File: src/rtl/pport_pkg.sv
package pport_pkg;

    typedef enum logic [2:0] {
        M_STD  = 3'd0,
        M_BYTE = 3'd1,
        M_FIFO = 3'd2,
        M_ECP  = 3'd3,
        M_EPP  = 3'd4,
        M_RSVD = 3'd5,
        M_TEST = 3'd6,
        M_CFG  = 3'd7
    } pmode_e;

    localparam int IRQ_SEL_LSB = 3;
    localparam int DMA_SEL_LSB = 0;
    localparam int SEL_W       = 3;

endpackage

File: src/rtl/pport_mode_fsm.sv
module pport_mode_fsm
    import pport_pkg::*;
(
    input  logic       clk,
    input  logic       rst_n,
    input  logic       mode_wr,
    input  logic [2:0] mode_wdata,
    input  logic       dir_wdata,
    input  logic       epp_support,
    output pmode_e     mode,
    output logic       dir,
    output logic       fifo_rst,
    output logic       ctl_open_drain,
    output logic       data_oe,
    output logic       pin_readback,
    output logic       cfg_visible,
    output logic       host_fifo_wr,
    output logic       fifo_test,
    output logic       fifo_xfer_en,
    output logic       ecp_en,
    output logic       epp_en
);

    // State register: transition T_WR on a mode write, otherwise hold.
    always_ff @(posedge clk or negedge rst_n) begin
        if (!rst_n) begin
            mode <= M_STD;
            dir  <= 1'b0;
        end else if (mode_wr) begin
            mode <= pmode_e'(mode_wdata);
            dir  <= dir_wdata;
        end
    end

    // Output decode per state.
    always_comb begin
        fifo_rst       = 1'b0;
        ctl_open_drain = 1'b0;
        data_oe        = ~dir;
        pin_readback   = 1'b0;
        cfg_visible    = 1'b0;
        host_fifo_wr   = 1'b0;
        fifo_test      = 1'b0;
        fifo_xfer_en   = 1'b0;
        ecp_en         = 1'b0;
        epp_en         = 1'b0;
        unique case (mode)
            M_STD: begin
                fifo_rst       = 1'b1;
                ctl_open_drain = 1'b1;
                data_oe        = 1'b1;
            end
            M_BYTE: begin
                pin_readback = 1'b1;
            end
            M_FIFO: begin
                host_fifo_wr = 1'b1;
                fifo_xfer_en = 1'b1;
            end
            M_ECP: begin
                host_fifo_wr = 1'b1;
                ecp_en       = 1'b1;
            end
            M_EPP: begin
                epp_en = epp_support;
            end
            M_RSVD: begin
                data_oe = 1'b0;
            end
            M_TEST: begin
                host_fifo_wr = 1'b1;
                fifo_test    = 1'b1;
            end
            M_CFG: begin
                cfg_visible = 1'b1;
            end
        endcase
    end

endmodule

File: src/rtl/pport_cfg_regs.sv
module pport_cfg_regs
    import pport_pkg::*;
#(
    parameter int DATA_W = 8
) (
    input  logic              clk,
    input  logic              rst_n,
    input  logic              wr_a,
    input  logic              wr_b,
    input  logic [DATA_W-1:0] wdata,
    output logic [DATA_W-1:0] cfg_a,
    output logic [DATA_W-1:0] cfg_b,
    output logic [3:0]        irq_line,
    output logic [1:0]        dma_chan
);

    logic [SEL_W-1:0] irq_sel;
    logic [SEL_W-1:0] dma_sel;

    always_ff @(posedge clk or negedge rst_n) begin
        if (!rst_n) begin
            cfg_a <= '0;
            cfg_b <= '0;
        end else begin
            if (wr_a) cfg_a <= wdata;
            if (wr_b) cfg_b <= wdata;
        end
    end

    assign irq_sel = cfg_b[IRQ_SEL_LSB +: SEL_W];
    assign dma_sel = cfg_b[DMA_SEL_LSB +: SEL_W];

    always_comb begin
        unique case (irq_sel)
            3'd1:    irq_line = 4'd7;
            3'd2:    irq_line = 4'd9;
            3'd3:    irq_line = 4'd10;
            3'd4:    irq_line = 4'd11;
            3'd5:    irq_line = 4'd14;
            3'd6:    irq_line = 4'd15;
            3'd7:    irq_line = 4'd5;
            default: irq_line = 4'd0;
        endcase
    end

    always_comb begin
        unique case (dma_sel)
            3'd1:    dma_chan = 2'd1;
            3'd2:    dma_chan = 2'd2;
            3'd3:    dma_chan = 2'd3;
            default: dma_chan = 2'd0;
        endcase
    end

endmodule

File: src/rtl/pport_mode_ctl.sv
module pport_mode_ctl
    import pport_pkg::*;
#(
    parameter int              ADDR_W   = 11,
    parameter int              DATA_W   = 8,
    parameter logic [ADDR_W-1:0] DATA_OFS = 11'h000,
    parameter logic [ADDR_W-1:0] MODE_OFS = 11'h002,
    parameter logic [ADDR_W-1:0] FIFO_OFS = 11'h003,
    parameter logic [ADDR_W-1:0] CFGA_OFS = 11'h400,
    parameter logic [ADDR_W-1:0] CFGB_OFS = 11'h401
) (
    input  logic              clk,
    input  logic              rst_n,
    input  logic [ADDR_W-1:0] addr,
    input  logic [DATA_W-1:0] wdata,
    input  logic              wr_en,
    input  logic              rd_en,
    output logic [DATA_W-1:0] rdata,
    input  logic [DATA_W-1:0] pin_data,
    output logic [DATA_W-1:0] data_out,
    input  logic              fifo_empty,
    input  logic [DATA_W-1:0] fifo_rdata,
    output logic              fifo_push,
    output logic              fifo_pop,
    output logic [DATA_W-1:0] fifo_wdata,
    output logic              fifo_rst,
    output logic              ctl_open_drain,
    output logic              data_oe,
    output logic              fifo_xfer_en,
    output logic              ecp_en,
    output logic              epp_en,
    input  logic              epp_support,
    output logic [3:0]        irq_line,
    output logic [1:0]        dma_chan
);

    localparam int MODE_LO = DATA_W - 3;
    localparam int DIR_BIT = DATA_W - 4;

    pmode_e            mode;
    logic [2:0]        cur_mode;
    logic              dir_q;
    logic              pin_readback;
    logic              cfg_visible;
    logic              host_fifo_wr;
    logic              fifo_test;
    logic [DATA_W-1:0] cfg_a;
    logic [DATA_W-1:0] cfg_b;
    logic [DATA_W-1:0] data_q;
    logic [DATA_W-1:0] mode_rd;

    pport_mode_fsm u_fsm (
        .clk            (clk),
        .rst_n          (rst_n),
        .mode_wr        (wr_en && addr == MODE_OFS),
        .mode_wdata     (wdata[MODE_LO +: 3]),
        .dir_wdata      (wdata[DIR_BIT]),
        .epp_support    (epp_support),
        .mode           (mode),
        .dir            (dir_q),
        .fifo_rst       (fifo_rst),
        .ctl_open_drain (ctl_open_drain),
        .data_oe        (data_oe),
        .pin_readback   (pin_readback),
        .cfg_visible    (cfg_visible),
        .host_fifo_wr   (host_fifo_wr),
        .fifo_test      (fifo_test),
        .fifo_xfer_en   (fifo_xfer_en),
        .ecp_en         (ecp_en),
        .epp_en         (epp_en)
    );

    assign cur_mode = mode;

    pport_cfg_regs #(.DATA_W(DATA_W)) u_cfg (
        .clk      (clk),
        .rst_n    (rst_n),
        .wr_a     (wr_en && cfg_visible && addr == CFGA_OFS),
        .wr_b     (wr_en && cfg_visible && addr == CFGB_OFS),
        .wdata    (wdata),
        .cfg_a    (cfg_a),
        .cfg_b    (cfg_b),
        .irq_line (irq_line),
        .dma_chan (dma_chan)
    );

    always_ff @(posedge clk or negedge rst_n) begin
        if (!rst_n)                             data_q <= '0;
        else if (wr_en && addr == DATA_OFS)     data_q <= wdata;
    end

    assign data_out   = data_q;
    assign fifo_wdata = wdata;
    assign fifo_push  = wr_en && host_fifo_wr && addr == FIFO_OFS;
    assign fifo_pop   = rd_en && fifo_test && addr == FIFO_OFS;

    always_comb begin
        mode_rd                  = '0;
        mode_rd[MODE_LO +: 3]    = cur_mode;
        mode_rd[DIR_BIT]         = dir_q;
        mode_rd[0]               = fifo_empty;
    end

    always_comb begin
        rdata = '0;
        if (addr == DATA_OFS)                      rdata = pin_readback ? pin_data : data_q;
        else if (addr == MODE_OFS)                 rdata = mode_rd;
        else if (addr == FIFO_OFS && fifo_test)    rdata = fifo_rdata;
        else if (addr == CFGA_OFS && cfg_visible)  rdata = cfg_a;
        else if (addr == CFGB_OFS && cfg_visible)  rdata = cfg_b;
    end

endmodule

File: config.mk
export PLATFORM = sky130hd
export DESIGN_NAME = pport_mode_ctl
export DESIGN_NICKNAME = d
export VERILOG_FILES = /design/src/rtl/pport_pkg.sv /design/src/rtl/pport_mode_fsm.sv /design/src/rtl/pport_cfg_regs.sv /design/src/rtl/pport_mode_ctl.sv
export SDC_FILE = /design/constraint.sdc
export NUM_CORES = 1
export LEC_CHECK = 0
export ABC_AREA = 1
export BUFFER_PORTS_ARGS = -buffer_cell sky130_fd_sc_hd__clkbuf_2
export CORE_UTILIZATION = 45
export DETAILED_ROUTE_END_ITERATION = 12
export GPL_TIMING_DRIVEN = 0
export PLACE_DENSITY = 0.75
export SLEW_MARGIN = 20
export SYNTH_ARGS = -nofsm -noshare
export SYNTH_HDL_FRONTEND = slang
export SYNTH_HIERARCHICAL = 1
export SYNTH_SLANG_ARGS = --single-unit
File: constraint.sdc
create_clock -name clk -period 3.1 [get_ports clk]
set_input_delay 0.155 -clock clk [delete_from_list [all_inputs] [get_ports clk]]
set_output_delay 0.155 -clock clk [all_outputs]
set_load 0.03 [all_outputs]
==> results of run 1 <==
==> how the worst max path moves through the flow <==
stage	start	to	slack, ps	depth (start not counted)
after floorplan	u_fsm/mode[1]$_DFFE_PN0P_	rdata[5]	1450	9
after detailed placement	u_fsm/mode[1]$_DFFE_PN0P_	rdata[4]	1130	10
after global placement	u_fsm/mode[1]$_DFFE_PN0P_	rdata[4]	1090	10
after global routing	u_fsm/mode[1]$_DFFE_PN0P_	rdata[4]	580	10
final	u_fsm/mode[1]$_DFFE_PN0P_	rdata[4]	810	10
after CTS	u_fsm/mode[1]$_DFFE_PN0P_	rdata[4]	830	10
==> layout make-up <==
class | count | area, um^2 | area share
sequential | 28 | 701 | 0.281
multi-input combinational | 197 | 962 | 0.385
clock buffer | 3 | 41.3 | 0.0165
buffer | 15 | 121 | 0.0486
tap | 50 | 62.6 | 0.0251
timing repair buffer | 78 | 395 | 0.158
inverter | 57 | 214 | 0.0857
==> metrics by stage <==
step                std cells  setup slack (ps)  cell area, um^2  power [mW]
floorplan                 297              1450             2000       0.428
global placement          424              1090             2450       0.479
detailed placement        424              1130             2450       0.480
CTS                       428               834             2500       0.673
global route              428               581             2500       0.698
finish                    428               807             2500       0.668
==> layer usage <==
layer  track usage  up-vias  routed length [um]
met1         0.303      942                2380
li1              -     1066                   -
met3        0.0296        6                 276
met2         0.357       67                2220
met4        0.0417        0                  40
met5             0        -                   0
==> power breakdown <==
part	internal [mW]	switching, mW	leakage (nW)	total [mW]
Sequential	0.370	0.00352	0.247	0.373
Combinational	0.0381	0.0621	1.25	0.100
Clock	0.0871	0.108	0.0216	0.195
Total	0.495	0.174	1.52	0.668
==> tightest hold or removal path, stage by stage <==
cell,delay [ps]
sky130_fd_sc_hd__clkbuf_2,130
sky130_fd_sc_hd__nand2_1,60
sky130_fd_sc_hd__o21ai_0,60
==> flip-flops by register name (all words and copies together), names as in the netlist <==
name and flops:
u_cfg/cfg_a 8, u_fsm/dir 1, data_out 8, u_fsm/mode 3
u_cfg/cfg_b 8
==> cell families (layout without fill, tap and decap cells) <==
logic type | count (synthesis) | count (layout)
simple gates | 137 | 137
buf+inv | 72 | 153
compound gates | 60 | 60
flops | 28 | 28
==> cells in the mapped netlist (3+ instances only) <==
cell / number / share of area
sky130_fd_sc_hd__inv_1: 53 / 0.10
sky130_fd_sc_hd__nor2_1: 31 / 0.058
sky130_fd_sc_hd__buf_4: 10 / 0.038
sky130_fd_sc_hd__a21oi_2: 8 / 0.035
sky130_fd_sc_hd__o21ai_0: 38 / 0.095
sky130_fd_sc_hd__inv_2: 3 / 0.0056
sky130_fd_sc_hd__nor2_2: 4 / 0.013
sky130_fd_sc_hd__nand2_1: 79 / 0.15
sky130_fd_sc_hd__o21ai_1: 8 / 0.020
sky130_fd_sc_hd__nand3_1: 10 / 0.025
sky130_fd_sc_hd__a21boi_0: 3 / 0.011
sky130_fd_sc_hd__dfrtp_1: 28 / 0.35
==> flow_results.xml, run 1 <==
<?xml version="1.0" encoding="UTF-8"?>
<metrics>
  <group name="detailed_routing">
    <metric name="detailedRoute.firstPassIterationCount" unit="">4</metric>
    <metric name="antenna_left" unit="">0</metric>
    <metric name="route.detailed.wl_per_inst" unit="um">11.5</metric>
    <metric name="drt_drc_violations_left" unit="">0</metric>
    <metric name="detail_route.iter0.violations" unit="">87</metric>
    <metric name="totalWireLength" unit="um">4920</metric>
    <metric name="avgViaCountPerCell" unit="">4.86</metric>
    <metric name="routed-via-count" unit="">2081</metric>
  </group>
  <group name="place">
    <metric name="hpwl" unit="um">3910</metric>
    <metric name="io_buffer_count" unit="">77</metric>
    <metric name="finalWeightedCongestion" unit="">0.835</metric>
  </group>
  <group name="die">
    <metric name="design.die.area" unit="um^2">4710</metric>
    <metric name="io-pin-count" unit="">79</metric>
    <metric name="chipWidth" unit="um">68.6</metric>
    <metric name="floorplan.die.height" unit="um">68.6</metric>
    <metric name="core_region_area" unit="um^2">4140</metric>
    <metric name="floorplan.initialDensity" unit="">0.482</metric>
    <metric name="row_count" unit="">23</metric>
  </group>
  <group name="cts">
    <metric name="post_cts_resized" unit="">0</metric>
    <metric name="cts_max_level" unit="">1</metric>
    <metric name="cts_post_setup_buffers_inserted" unit="">0</metric>
    <metric name="worst_setup_hold_path_clk_slew" unit="ps">90</metric>
    <metric name="clkLatencyLatePin" unit="ps">270</metric>
    <metric name="tritoncts_num_sinks" unit="">28</metric>
    <metric name="clk_path_buf_depth" unit="">2</metric>
    <metric name="cts-buffers-inserted" unit="">3</metric>
    <metric name="cts.root.buffer_cell" unit="">sky130_fd_sc_hd__clkbuf_8</metric>
    <metric name="post_cts_hold_fix_bufs" unit="">1</metric>
    <metric name="cts_tree" unit="">yes</metric>
  </group>
  <group name="timing">
    <metric name="timing.fmax" unit="MHz">436</metric>
    <metric name="finalHoldViolations" unit="">0</metric>
    <metric name="clock_skew" unit="ps">3.16</metric>
    <metric name="fin_crit" unit="ps">2290</metric>
    <metric name="setup_total_negative_slack" unit="ps">0</metric>
    <metric name="max_slew_margin" unit="">0.534</metric>
    <metric name="hold_slack" unit="ps">173</metric>
    <metric name="report.final.setup_viol" unit="">0</metric>
    <metric name="min_period_over_period" unit="">0.740</metric>
    <metric name="grt_setup_unrepaired" unit="">no</metric>
    <metric name="tightest_slew" unit="ps">699</metric>
    <metric name="report.final.slew_viol_count" unit="">0</metric>
  </group>
  <group name="logic_synthesis">
    <metric name="yosys_register_bits" unit="">28</metric>
    <metric name="synth_sequential_area_ratio" unit="">0.351</metric>
    <metric name="synth_nets" unit="">338</metric>
    <metric name="share_of_async_settable_or_async_resettable_flops_after_synthesis" unit="">1.00</metric>
    <metric name="syn-cell-area" unit="um^2">2000</metric>
    <metric name="synth_xor_xnor_area_share" unit="">0</metric>
    <metric name="ys_dominant_reg_cell" unit="">sky130_fd_sc_hd__dfrtp_1</metric>
    <metric name="synth_fa_ha_area_frac" unit="">0</metric>
    <metric name="syn-mean-instance-area" unit="um^2">6.73</metric>
    <metric name="synth_compound_gate_area_share" unit="">0.170</metric>
    <metric name="yosysWarningCount" unit="">6</metric>
    <metric name="synth-edff-count" unit="">0</metric>
    <metric name="post_synth_mux_area_share" unit="">0</metric>
    <metric name="synthDistinctLibCells" unit="">28</metric>
    <metric name="synth-simple-area-share" unit="">0.311</metric>
    <metric name="largest_family_of_logic_cells_by_synthesized_area" unit="">simple AND/OR/NAND/NOR gates</metric>
    <metric name="netlist_instances" unit="">297</metric>
  </group>
  <group name="setup_path">
    <metric name="critical_path_required" unit="ps">2940</metric>
    <metric name="cp_capture_type" unit="">output port</metric>
    <metric name="timing.setup.critical_path_class" unit="">flip-flop to output port</metric>
    <metric name="cell_occurring_most_often_along_the_worst_timing_path" unit="">sky130_fd_sc_hd__nand2_1</metric>
    <metric name="timing.rr.end" unit="">u_cfg/cfg_b[1]$_DFFE_PN0P_</metric>
    <metric name="reg2reg_depth" unit="">6</metric>
    <metric name="startpoint_type" unit="">flip-flop</metric>
    <metric name="r2r_setup_slack" unit="ps">1140</metric>
    <metric name="regToRegStartpoint" unit="">u_fsm/mode[2]$_DFFE_PN0P_</metric>
    <metric name="worst_path_largest_cell_delay" unit="ps">440</metric>
    <metric name="critPathArrivalTime" unit="ps">2140</metric>
    <metric name="path_cells" unit="">inv_2, nand2_1, nor2_1, clkbuf_1, o21ai_0, nand2_1, nand2_1, inv_1, nand2_1, clkbuf_2</metric>
    <metric name="slowest_stage" unit="">sky130_fd_sc_hd__dfrtp_1</metric>
    <metric name="critPathBufInv" unit="">4</metric>
    <metric name="path_delay_family" unit="">buffers and inverters</metric>
    <metric name="critical_path.max_fanout" unit="">10</metric>
  </group>
  <group name="power">
    <metric name="vdd_ir_max" unit="mV">0.209</metric>
    <metric name="power_leakage" unit="nW">1.52</metric>
    <metric name="p_per_area" unit="nW/um^2">268</metric>
  </group>
  <group name="worst_hold_path">
    <metric name="hold-path-endpoint" unit="">u_cfg/cfg_b[3]$_DFFE_PN0P_</metric>
    <metric name="hold_start" unit="">wdata[3]</metric>
    <metric name="min_path_cells" unit="">3</metric>
    <metric name="worst_hold_path_class" unit="">input pin to flip-flop</metric>
  </group>
  <group name="job">
    <metric name="max_cap_viol_count" unit="">0</metric>
  </group>
  <group name="layout">
    <metric name="most-common-layout-cells" unit="">sky130_fd_sc_hd__nand2_1, sky130_fd_sc_hd__clkbuf_2, sky130_fd_sc_hd__inv_1, sky130_fd_sc_hd__o21ai_0, sky130_fd_sc_hd__nor2_1</metric>
    <metric name="fill_cells" unit="">434</metric>
    <metric name="fraction_of_layout_instances_using_a_drive_strength_above_1" unit="">0.315</metric>
    <metric name="antennaDiodeCount" unit="">0</metric>
    <metric name="final_util" unit="">0.603</metric>
    <metric name="final_common_cell" unit="">sky130_fd_sc_hd__nand2_1</metric>
    <metric name="area_delta_synth_final" unit="%">25.0</metric>
    <metric name="post_layout_nets" unit="">421</metric>
  </group>
  <group name="global_routing">
    <metric name="antenna_violations_before_repair" unit="">0</metric>
    <metric name="global_route.usage.total" unit="">0.217</metric>
    <metric name="pin_count_of_the_biggest_net_entering_global_routing" unit="">29</metric>
    <metric name="overflow" unit="">0</metric>
    <metric name="first_global_vias" unit="">1681</metric>
    <metric name="grt_pass1_wl" unit="um">7510</metric>
  </group>
  <group name="run_status">
    <metric name="outcome" unit="">finished, final reports clean</metric>
  </group>
</metrics>
No activity file was read; power rests on OpenSTA's default activity.
==> inputs of run 2 (changes only) <==
==> constraint.sdc (replaced) <==
create_clock -name clk -period 2.2 [get_ports clk]
set_input_delay 0.11 -clock clk [delete_from_list [all_inputs] [get_ports clk]]
set_output_delay 0.11 -clock clk [all_outputs]
set_load 0.03 [all_outputs]
==> run 2 against run 1 <==
Effect of this change: die area stayed put; core utilization is 0.42 points higher; design area is 0.70% higher; register-to-register slack worse by 840 ps; sequential share of layout area is 0.20 points lower; via count is 0.62% higher; first-iteration DRC count is 4.6% lower; sequential power is 41% higher; final cell count stayed put; largest cell class unchanged.
==> flow_results.xml, run 2 (synthesis results as in run 1) <==
<?xml version="1.0" encoding="UTF-8"?>
<metrics>
  <group name="power">
    <metric name="p_per_area" unit="nW/um^2">375</metric>
    <metric name="power_leakage" unit="nW">1.53</metric>
    <metric name="post-layout-total-power" unit="uW">943</metric>
    <metric name="vdd_ir_max" unit="mV">0.294</metric>
  </group>
  <group name="timing">
    <metric name="max_slew_margin" unit="">0.532</metric>
    <metric name="timing.fmax" unit="MHz">481</metric>
    <metric name="min_period_over_period" unit="">0.946</metric>
    <metric name="report.final.setup_viol" unit="">0</metric>
    <metric name="tightest_slew" unit="ps">702</metric>
    <metric name="report.final.slew_viol_count" unit="">0</metric>
    <metric name="clock_skew" unit="ps">3.12</metric>
    <metric name="finalHoldViolations" unit="">0</metric>
    <metric name="post-route-worst-setup-slack" unit="ps">119</metric>
    <metric name="fin_crit" unit="ps">2080</metric>
  </group>
  <group name="cts">
    <metric name="cts_tree" unit="">yes</metric>
    <metric name="cts_post_setup_buffers_inserted" unit="">0</metric>
    <metric name="cts.root.buffer_cell" unit="">sky130_fd_sc_hd__clkbuf_8</metric>
    <metric name="tritoncts_num_sinks" unit="">28</metric>
    <metric name="worst_setup_hold_path_clk_slew" unit="ps">90</metric>
    <metric name="cts_max_level" unit="">1</metric>
    <metric name="clk_path_buf_depth" unit="">2</metric>
    <metric name="cts-buffers-inserted" unit="">3</metric>
    <metric name="clkLatencyLatePin" unit="ps">270</metric>
  </group>
  <group name="global_routing">
    <metric name="grt_pass1_wl" unit="um">7500</metric>
    <metric name="antenna_violations_before_repair" unit="">0</metric>
    <metric name="global_route.usage.total" unit="">0.216</metric>
    <metric name="pin_count_of_the_biggest_net_entering_global_routing" unit="">29</metric>
    <metric name="first_global_vias" unit="">1687</metric>
    <metric name="overflow" unit="">0</metric>
  </group>
  <group name="setup_path">
    <metric name="slowest_stage" unit="">sky130_fd_sc_hd__dfrtp_1</metric>
    <metric name="timing.setup.critical_path_class" unit="">flip-flop to output port</metric>
    <metric name="critical_path_required" unit="ps">2090</metric>
    <metric name="cp_capture_type" unit="">output port</metric>
    <metric name="worst_path_largest_cell_delay" unit="ps">440</metric>
    <metric name="cell_occurring_most_often_along_the_worst_timing_path" unit="">sky130_fd_sc_hd__nand2_1</metric>
    <metric name="critPathArrivalTime" unit="ps">1970</metric>
    <metric name="r2r_setup_slack" unit="ps">300</metric>
    <metric name="path_cells" unit="">inv_2, nand2_1, nor2_1, nand3_2, clkbuf_4, o21ai_0, inv_1, nand2_1, nand2_1, clkbuf_2</metric>
    <metric name="startpoint_type" unit="">flip-flop</metric>
    <metric name="reg2reg_depth" unit="">7</metric>
    <metric name="critical_path.max_fanout" unit="">10</metric>
    <metric name="regToRegStartpoint" unit="">u_fsm/mode[2]$_DFFE_PN0P_</metric>
    <metric name="timing.rr.end" unit="">u_cfg/cfg_a[6]$_DFFE_PN0P_</metric>
  </group>
  <group name="detailed_routing">
    <metric name="avgViaCountPerCell" unit="">4.89</metric>
    <metric name="drt_drc_violations_left" unit="">0</metric>
    <metric name="totalWireLength" unit="um">4920</metric>
    <metric name="detail_route.iter0.violations" unit="">83</metric>
    <metric name="antenna_left" unit="">0</metric>
    <metric name="route.detailed.wl_per_inst" unit="um">11.5</metric>
    <metric name="routed-via-count" unit="">2094</metric>
    <metric name="detailedRoute.firstPassIterationCount" unit="">4</metric>
  </group>
  <group name="layout">
    <metric name="final_common_cell" unit="">sky130_fd_sc_hd__nand2_1</metric>
    <metric name="fill_cells" unit="">432</metric>
    <metric name="post_layout_nets" unit="">421</metric>
    <metric name="most-common-layout-cells" unit="">sky130_fd_sc_hd__nand2_1, sky130_fd_sc_hd__clkbuf_2, sky130_fd_sc_hd__inv_1, sky130_fd_sc_hd__o21ai_0, sky130_fd_sc_hd__nor2_1</metric>
    <metric name="fraction_of_layout_instances_using_a_drive_strength_above_1" unit="">0.323</metric>
    <metric name="finish.instance_area" unit="um^2">2510</metric>
    <metric name="antennaDiodeCount" unit="">0</metric>
    <metric name="area_delta_synth_final" unit="%">25.9</metric>
    <metric name="final_util" unit="">0.607</metric>
  </group>
  <group name="run_status">
    <metric name="outcome" unit="">finished, final reports clean</metric>
  </group>
  <group name="place">
    <metric name="finalWeightedCongestion" unit="">0.835</metric>
    <metric name="hpwl" unit="um">3910</metric>
    <metric name="detailedPlace.worstSlack" unit="ps">278</metric>
    <metric name="io_buffer_count" unit="">77</metric>
    <metric name="place_area" unit="um^2">2450</metric>
  </group>
  <group name="die">
    <metric name="floorplan.initialDensity" unit="">0.482</metric>
    <metric name="core_region_area" unit="um^2">4140</metric>
    <metric name="floorplan.die.height" unit="um">68.6</metric>
    <metric name="design.die.area" unit="um^2">4710</metric>
    <metric name="chipWidth" unit="um">68.6</metric>
    <metric name="row_count" unit="">23</metric>
    <metric name="io-pin-count" unit="">79</metric>
  </group>
  <group name="worst_hold_path">
    <metric name="hold-path-endpoint" unit="">u_cfg/cfg_b[3]$_DFFE_PN0P_</metric>
    <metric name="hold_start" unit="">wdata[3]</metric>
    <metric name="worst_hold_path_class" unit="">input pin to flip-flop</metric>
    <metric name="min_path_cells" unit="">3</metric>
  </group>
  <group name="job">
    <metric name="max_cap_viol_count" unit="">0</metric>
  </group>
</metrics>
==> run 2: cell counts in the layout (fill, tap and decap cells not counted) <==
No cell type changed its count.
==> run 2: worst max path at each step <==
stage / from / to / slack [ps] / cells past startpoint
after global placement: u_fsm/mode[1]$_DFFE_PN0P_ / rdata[4] / 230 / 10
after CTS: u_fsm/mode[1]$_DFFE_PN0P_ / rdata[4] / 90 / 10
after detailed placement: u_fsm/mode[1]$_DFFE_PN0P_ / rdata[4] / 280 / 10
after global routing: u_fsm/mode[0]$_DFFE_PN0P_ / rdata[3] / -9 / 10
after floorplan: u_fsm/mode[1]$_DFFE_PN0P_ / rdata[5] / 590 / 9
final: u_fsm/mode[0]$_DFFE_PN0P_ / rdata[2] / 120 / 10
==> run 2: stage by stage <==
stage / setup TNS, ps / instances / hold slack (ps)
6_report: 0 / 428 / 127
5_1_grt: -9.04 / 428 / 147
4_1_cts: 0 / 428 / 129
3_5_place_dp: 0 / 424 / 192
3_3_place_gp: 0 / 424 / 203
2_1_floorplan: 0 / 297 / -186
==> run 2: layer usage <==
metal | GRT usage | part of all wire | up-vias
met5 | 0 | 0 | -
met4 | 0.0417 | 0.0057 | 0
met3 | 0.0296 | 0.064 | 4
met2 | 0.358 | 0.46 | 73
met1 | 0.300 | 0.47 | 945
li1 | - | - | 1072
==> run 2: layout make-up <==
| type | instances | area, um^2 | area share |
|---|---|---|---|
| clock buffers | 3 | 41.3 | 0.0164 |
| well taps | 50 | 62.6 | 0.0249 |
| plain buffers | 15 | 125 | 0.0498 |
| inverters | 57 | 214 | 0.0851 |
| multi-input cells | 197 | 976 | 0.388 |
| flip-flops and latches | 28 | 701 | 0.279 |
| repair buffers | 78 | 395 | 0.157 |
==> run 2: where the power goes <==
group          total (mW)  internal (mW)  leakage (nW)  switching [mW]
clock network       0.275          0.123        0.0216           0.152
logic               0.142         0.0541          1.26          0.0880
registers           0.526          0.521         0.247         0.00502
==> run 2: critical path, delay by kind of cell (launching register included) <==
family	cells	cell delay, ps
buffers and inverters	4	580
flip-flops	1	440
AO/OA/AOI/OAI	1	150
AND/OR/NAND/NOR	5	540
==> run 2: repair_timing <==
action	4_1_cts	5_1_grt
resized for setup	1	5
endpoints found under the hold margin	28	0
pin swaps	0	1
hold buffers	1	0
endpoints found under the setup margin	2	7
==> inputs of run 3 (changes only) <==
--- a/config.mk
+++ b/config.mk
@@ -7,6 +7,7 @@
 export LEC_CHECK = 0
 export ABC_AREA = 1
 export BUFFER_PORTS_ARGS = -buffer_cell sky130_fd_sc_hd__clkbuf_2
+export CORE_MARGIN = 2
 export CORE_UTILIZATION = 45
 export DETAILED_ROUTE_END_ITERATION = 12
 export GPL_TIMING_DRIVEN = 0
==> run 3 against run 2 <==
Effect of this change: first-iteration DRC count rose by 20%; register-to-register slack better by 60 ps; die area increased by 5.9%; final cell count rose by 0.70%; global-route usage shrank 0.44 points; design area is 0.45% higher; critical path type unchanged; largest power group unchanged; highest routed layer unchanged.
==> flow_results.xml, run 3 (synthesis results as in run 1) <==
<?xml version="1.0" encoding="UTF-8"?>
<metrics>
  <group name="global_routing">
    <metric name="antenna_violations_before_repair" unit="">0</metric>
    <metric name="first_global_vias" unit="">1908</metric>
    <metric name="gr_layer_usage_met1" unit="">0.307</metric>
    <metric name="global_route.usage.total" unit="">0.211</metric>
    <metric name="grt_busiest_layer" unit="">met2</metric>
    <metric name="grt_use_met3" unit="">0.0242</metric>
    <metric name="pin_count_of_the_biggest_net_entering_global_routing" unit="">29</metric>
    <metric name="grt_util_met2" unit="">0.336</metric>
    <metric name="grt_pass1_wl" unit="um">8510</metric>
    <metric name="overflow" unit="">0</metric>
  </group>
  <group name="setup_path">
    <metric name="timing.setup.critical_path_class" unit="">flip-flop to output port</metric>
    <metric name="cell_occurring_most_often_along_the_worst_timing_path" unit="">sky130_fd_sc_hd__nand2_1</metric>
    <metric name="startpoint_type" unit="">flip-flop</metric>
    <metric name="critical_path_required" unit="ps">2090</metric>
    <metric name="path_delay_family" unit="">buffers and inverters</metric>
    <metric name="critPathBufInv" unit="">4</metric>
    <metric name="path_cells" unit="">inv_2, nand2_1, nor2_4, buf_2, o21ai_0, nand2_1, nand2_1, inv_1, nand2_1, clkbuf_2</metric>
    <metric name="worst_path_largest_cell_delay" unit="ps">430</metric>
    <metric name="critical_path.max_fanout" unit="">10</metric>
    <metric name="critPathArrivalTime" unit="ps">1890</metric>
    <metric name="slowest_stage" unit="">sky130_fd_sc_hd__dfrtp_1</metric>
    <metric name="cp_capture_type" unit="">output port</metric>
  </group>
  <group name="die">
    <metric name="row_count" unit="">24</metric>
    <metric name="chipWidth" unit="um">70.6</metric>
    <metric name="design.die.area" unit="um^2">4990</metric>
    <metric name="core_region_area" unit="um^2">4320</metric>
    <metric name="io-pin-count" unit="">79</metric>
    <metric name="floorplan.initialDensity" unit="">0.462</metric>
    <metric name="floorplan.die.height" unit="um">70.6</metric>
  </group>
  <group name="timing">
    <metric name="report.final.slew_viol_count" unit="">0</metric>
    <metric name="report.final.setup_viol" unit="">0</metric>
    <metric name="post-route-worst-setup-slack" unit="ps">202</metric>
    <metric name="grt_setup_unrepaired" unit="">no</metric>
    <metric name="timing.fmax" unit="MHz">501</metric>
    <metric name="min_period_over_period" unit="">0.908</metric>
    <metric name="tightest_slew" unit="ps">706</metric>
    <metric name="fin_crit" unit="ps">2000</metric>
    <metric name="setup_total_negative_slack" unit="ps">0</metric>
    <metric name="max_slew_margin" unit="">0.529</metric>
    <metric name="finalHoldViolations" unit="">0</metric>
    <metric name="clock_skew" unit="ps">4.40</metric>
    <metric name="hold_slack" unit="ps">110</metric>
  </group>
  <group name="cts">
    <metric name="cts.root.buffer_cell" unit="">sky130_fd_sc_hd__clkbuf_8</metric>
    <metric name="cts_max_level" unit="">1</metric>
    <metric name="cts-buffers-inserted" unit="">3</metric>
    <metric name="clkLatencyLatePin" unit="ps">270</metric>
    <metric name="clk_path_buf_depth" unit="">2</metric>
    <metric name="cts_tree" unit="">yes</metric>
    <metric name="tritoncts_num_sinks" unit="">28</metric>
    <metric name="worst_setup_hold_path_clk_slew" unit="ps">100</metric>
  </group>
  <group name="place">
    <metric name="hpwl" unit="um">4010</metric>
    <metric name="io_buffer_count" unit="">77</metric>
    <metric name="detailedPlace.worstSlack" unit="ps">196</metric>
    <metric name="finalWeightedCongestion" unit="">0.900</metric>
  </group>
  <group name="layout">
    <metric name="fill_cells" unit="">429</metric>
    <metric name="post_layout_nets" unit="">421</metric>
    <metric name="most-common-layout-cells" unit="">sky130_fd_sc_hd__nand2_1, sky130_fd_sc_hd__clkbuf_2, sky130_fd_sc_hd__inv_1, sky130_fd_sc_hd__o21ai_0, sky130_fd_sc_hd__nor2_1</metric>
    <metric name="area_delta_synth_final" unit="%">26.4</metric>
    <metric name="multi_input_area" unit="um^2">972</metric>
    <metric name="final_common_cell" unit="">sky130_fd_sc_hd__nand2_1</metric>
    <metric name="final_util" unit="">0.584</metric>
    <metric name="layout.area.seq" unit="um^2">702</metric>
    <metric name="antennaDiodeCount" unit="">0</metric>
    <metric name="fraction_of_layout_instances_using_a_drive_strength_above_1" unit="">0.327</metric>
  </group>
  <group name="detailed_routing">
    <metric name="routed-via-count" unit="">2066</metric>
    <metric name="antenna_left" unit="">0</metric>
    <metric name="route.detailed.wl_per_inst" unit="um">11.6</metric>
    <metric name="detailedRoute.firstPassIterationCount" unit="">4</metric>
    <metric name="totalWireLength" unit="um">5000</metric>
    <metric name="detail_route.iter0.violations" unit="">100</metric>
    <metric name="avgViaCountPerCell" unit="">4.79</metric>
    <metric name="drt_drc_violations_left" unit="">0</metric>
  </group>
  <group name="power">
    <metric name="vdd_ir_max" unit="mV">0.209</metric>
    <metric name="p_switching" unit="uW">250</metric>
    <metric name="switching_share" unit="">0.254</metric>
    <metric name="power.share.clock" unit="">0.323</metric>
    <metric name="p_per_area" unit="nW/um^2">390</metric>
    <metric name="share_comb_of_total_power" unit="">0.143</metric>
    <metric name="seq_power_share" unit="">0.534</metric>
    <metric name="power_leakage" unit="nW">1.53</metric>
    <metric name="internal_power" unit="uW">735</metric>
    <metric name="post-layout-total-power" unit="uW">985</metric>
  </group>
  <group name="job">
    <metric name="max_cap_viol_count" unit="">0</metric>
  </group>
  <group name="run_status">
    <metric name="outcome" unit="">finished, final reports clean</metric>
  </group>
  <group name="worst_hold_path">
    <metric name="worst_hold_path_class" unit="">input pin to flip-flop</metric>
  </group>
</metrics>
## run 3: cell type report
class | count | area share
Timing Repair Buffer | 78 | 0.157
Buffer | 15 | 0.0485
Sequential cell | 28 | 0.278
Inverter | 57 | 0.0847
Tap cell | 52 | 0.0258
Clock buffer | 4 | 0.0218
Multi-Input combinational cell | 197 | 0.385
## run 3: repair_timing
item,CTS,global route
hold buffers,1,0
gates resized for setup,2,5
hold endpoints to repair,28,0
buffers inserted,0,0
setup endpoints to repair,5,8
pin swaps,0,0
## run 3: routing by layer
| layer | wire, um | share of wire | vias up |
|---|---|---|---|
| met5 | 0 | 0 | - |
| met4 | 54 | 0.011 | 0 |
| met3 | 310 | 0.062 | 6 |
| met2 | 2270 | 0.46 | 75 |
| met1 | 2360 | 0.47 | 915 |
| li1 | - | - | 1070 |
## run 3: metrics by stage
step,instance area (um^2),cells
finish,2530,431
global route,2530,431
CTS,2520,431
detailed placement,2450,426
global placement,2450,426
floorplan,2000,297
## run 3: power groups by stage
stage	clock network, mW	registers [mW]	logic [mW]
after floorplan	0	0.537	0.0654
after global placement	0	0.536	0.139
after detailed placement	0	0.536	0.141
after CTS	0.326	0.526	0.143
after global routing	0.346	0.527	0.154
final	0.318	0.526	0.141
## run 3: final timing paths
check	end	slack, ps	cells after the start	from
setup / recovery	rdata[5]	200	10	u_fsm/mode[1]$_DFFE_PN0P_
setup reg to reg	u_cfg/cfg_b[1]$_DFFE_PN0P_	360	6	u_fsm/mode[2]$_DFFE_PN0P_
min in group asynchronous	data_out[2]$_DFFE_PN0P_	410	2	rst_n
hold / removal	u_cfg/cfg_b[0]$_DFFE_PN0P_	110	3	wdata[0]
max in group asynchronous	u_fsm/mode[2]$_DFFE_PN0P_	1300	2	rst_n
hold reg to reg	u_cfg/cfg_a[7]$_DFFE_PN0P_	530	2	u_cfg/cfg_a[7]$_DFFE_PN0P_
## run 3: worst register-to-register path: stages (launching register included)
cell	delay, ps
sky130_fd_sc_hd__dfrtp_2	460
sky130_fd_sc_hd__inv_2	90
sky130_fd_sc_hd__nor3_2	230
sky130_fd_sc_hd__nand3_1	230
sky130_fd_sc_hd__nor2_1	410
sky130_fd_sc_hd__buf_6	200
sky130_fd_sc_hd__o21ai_0	100
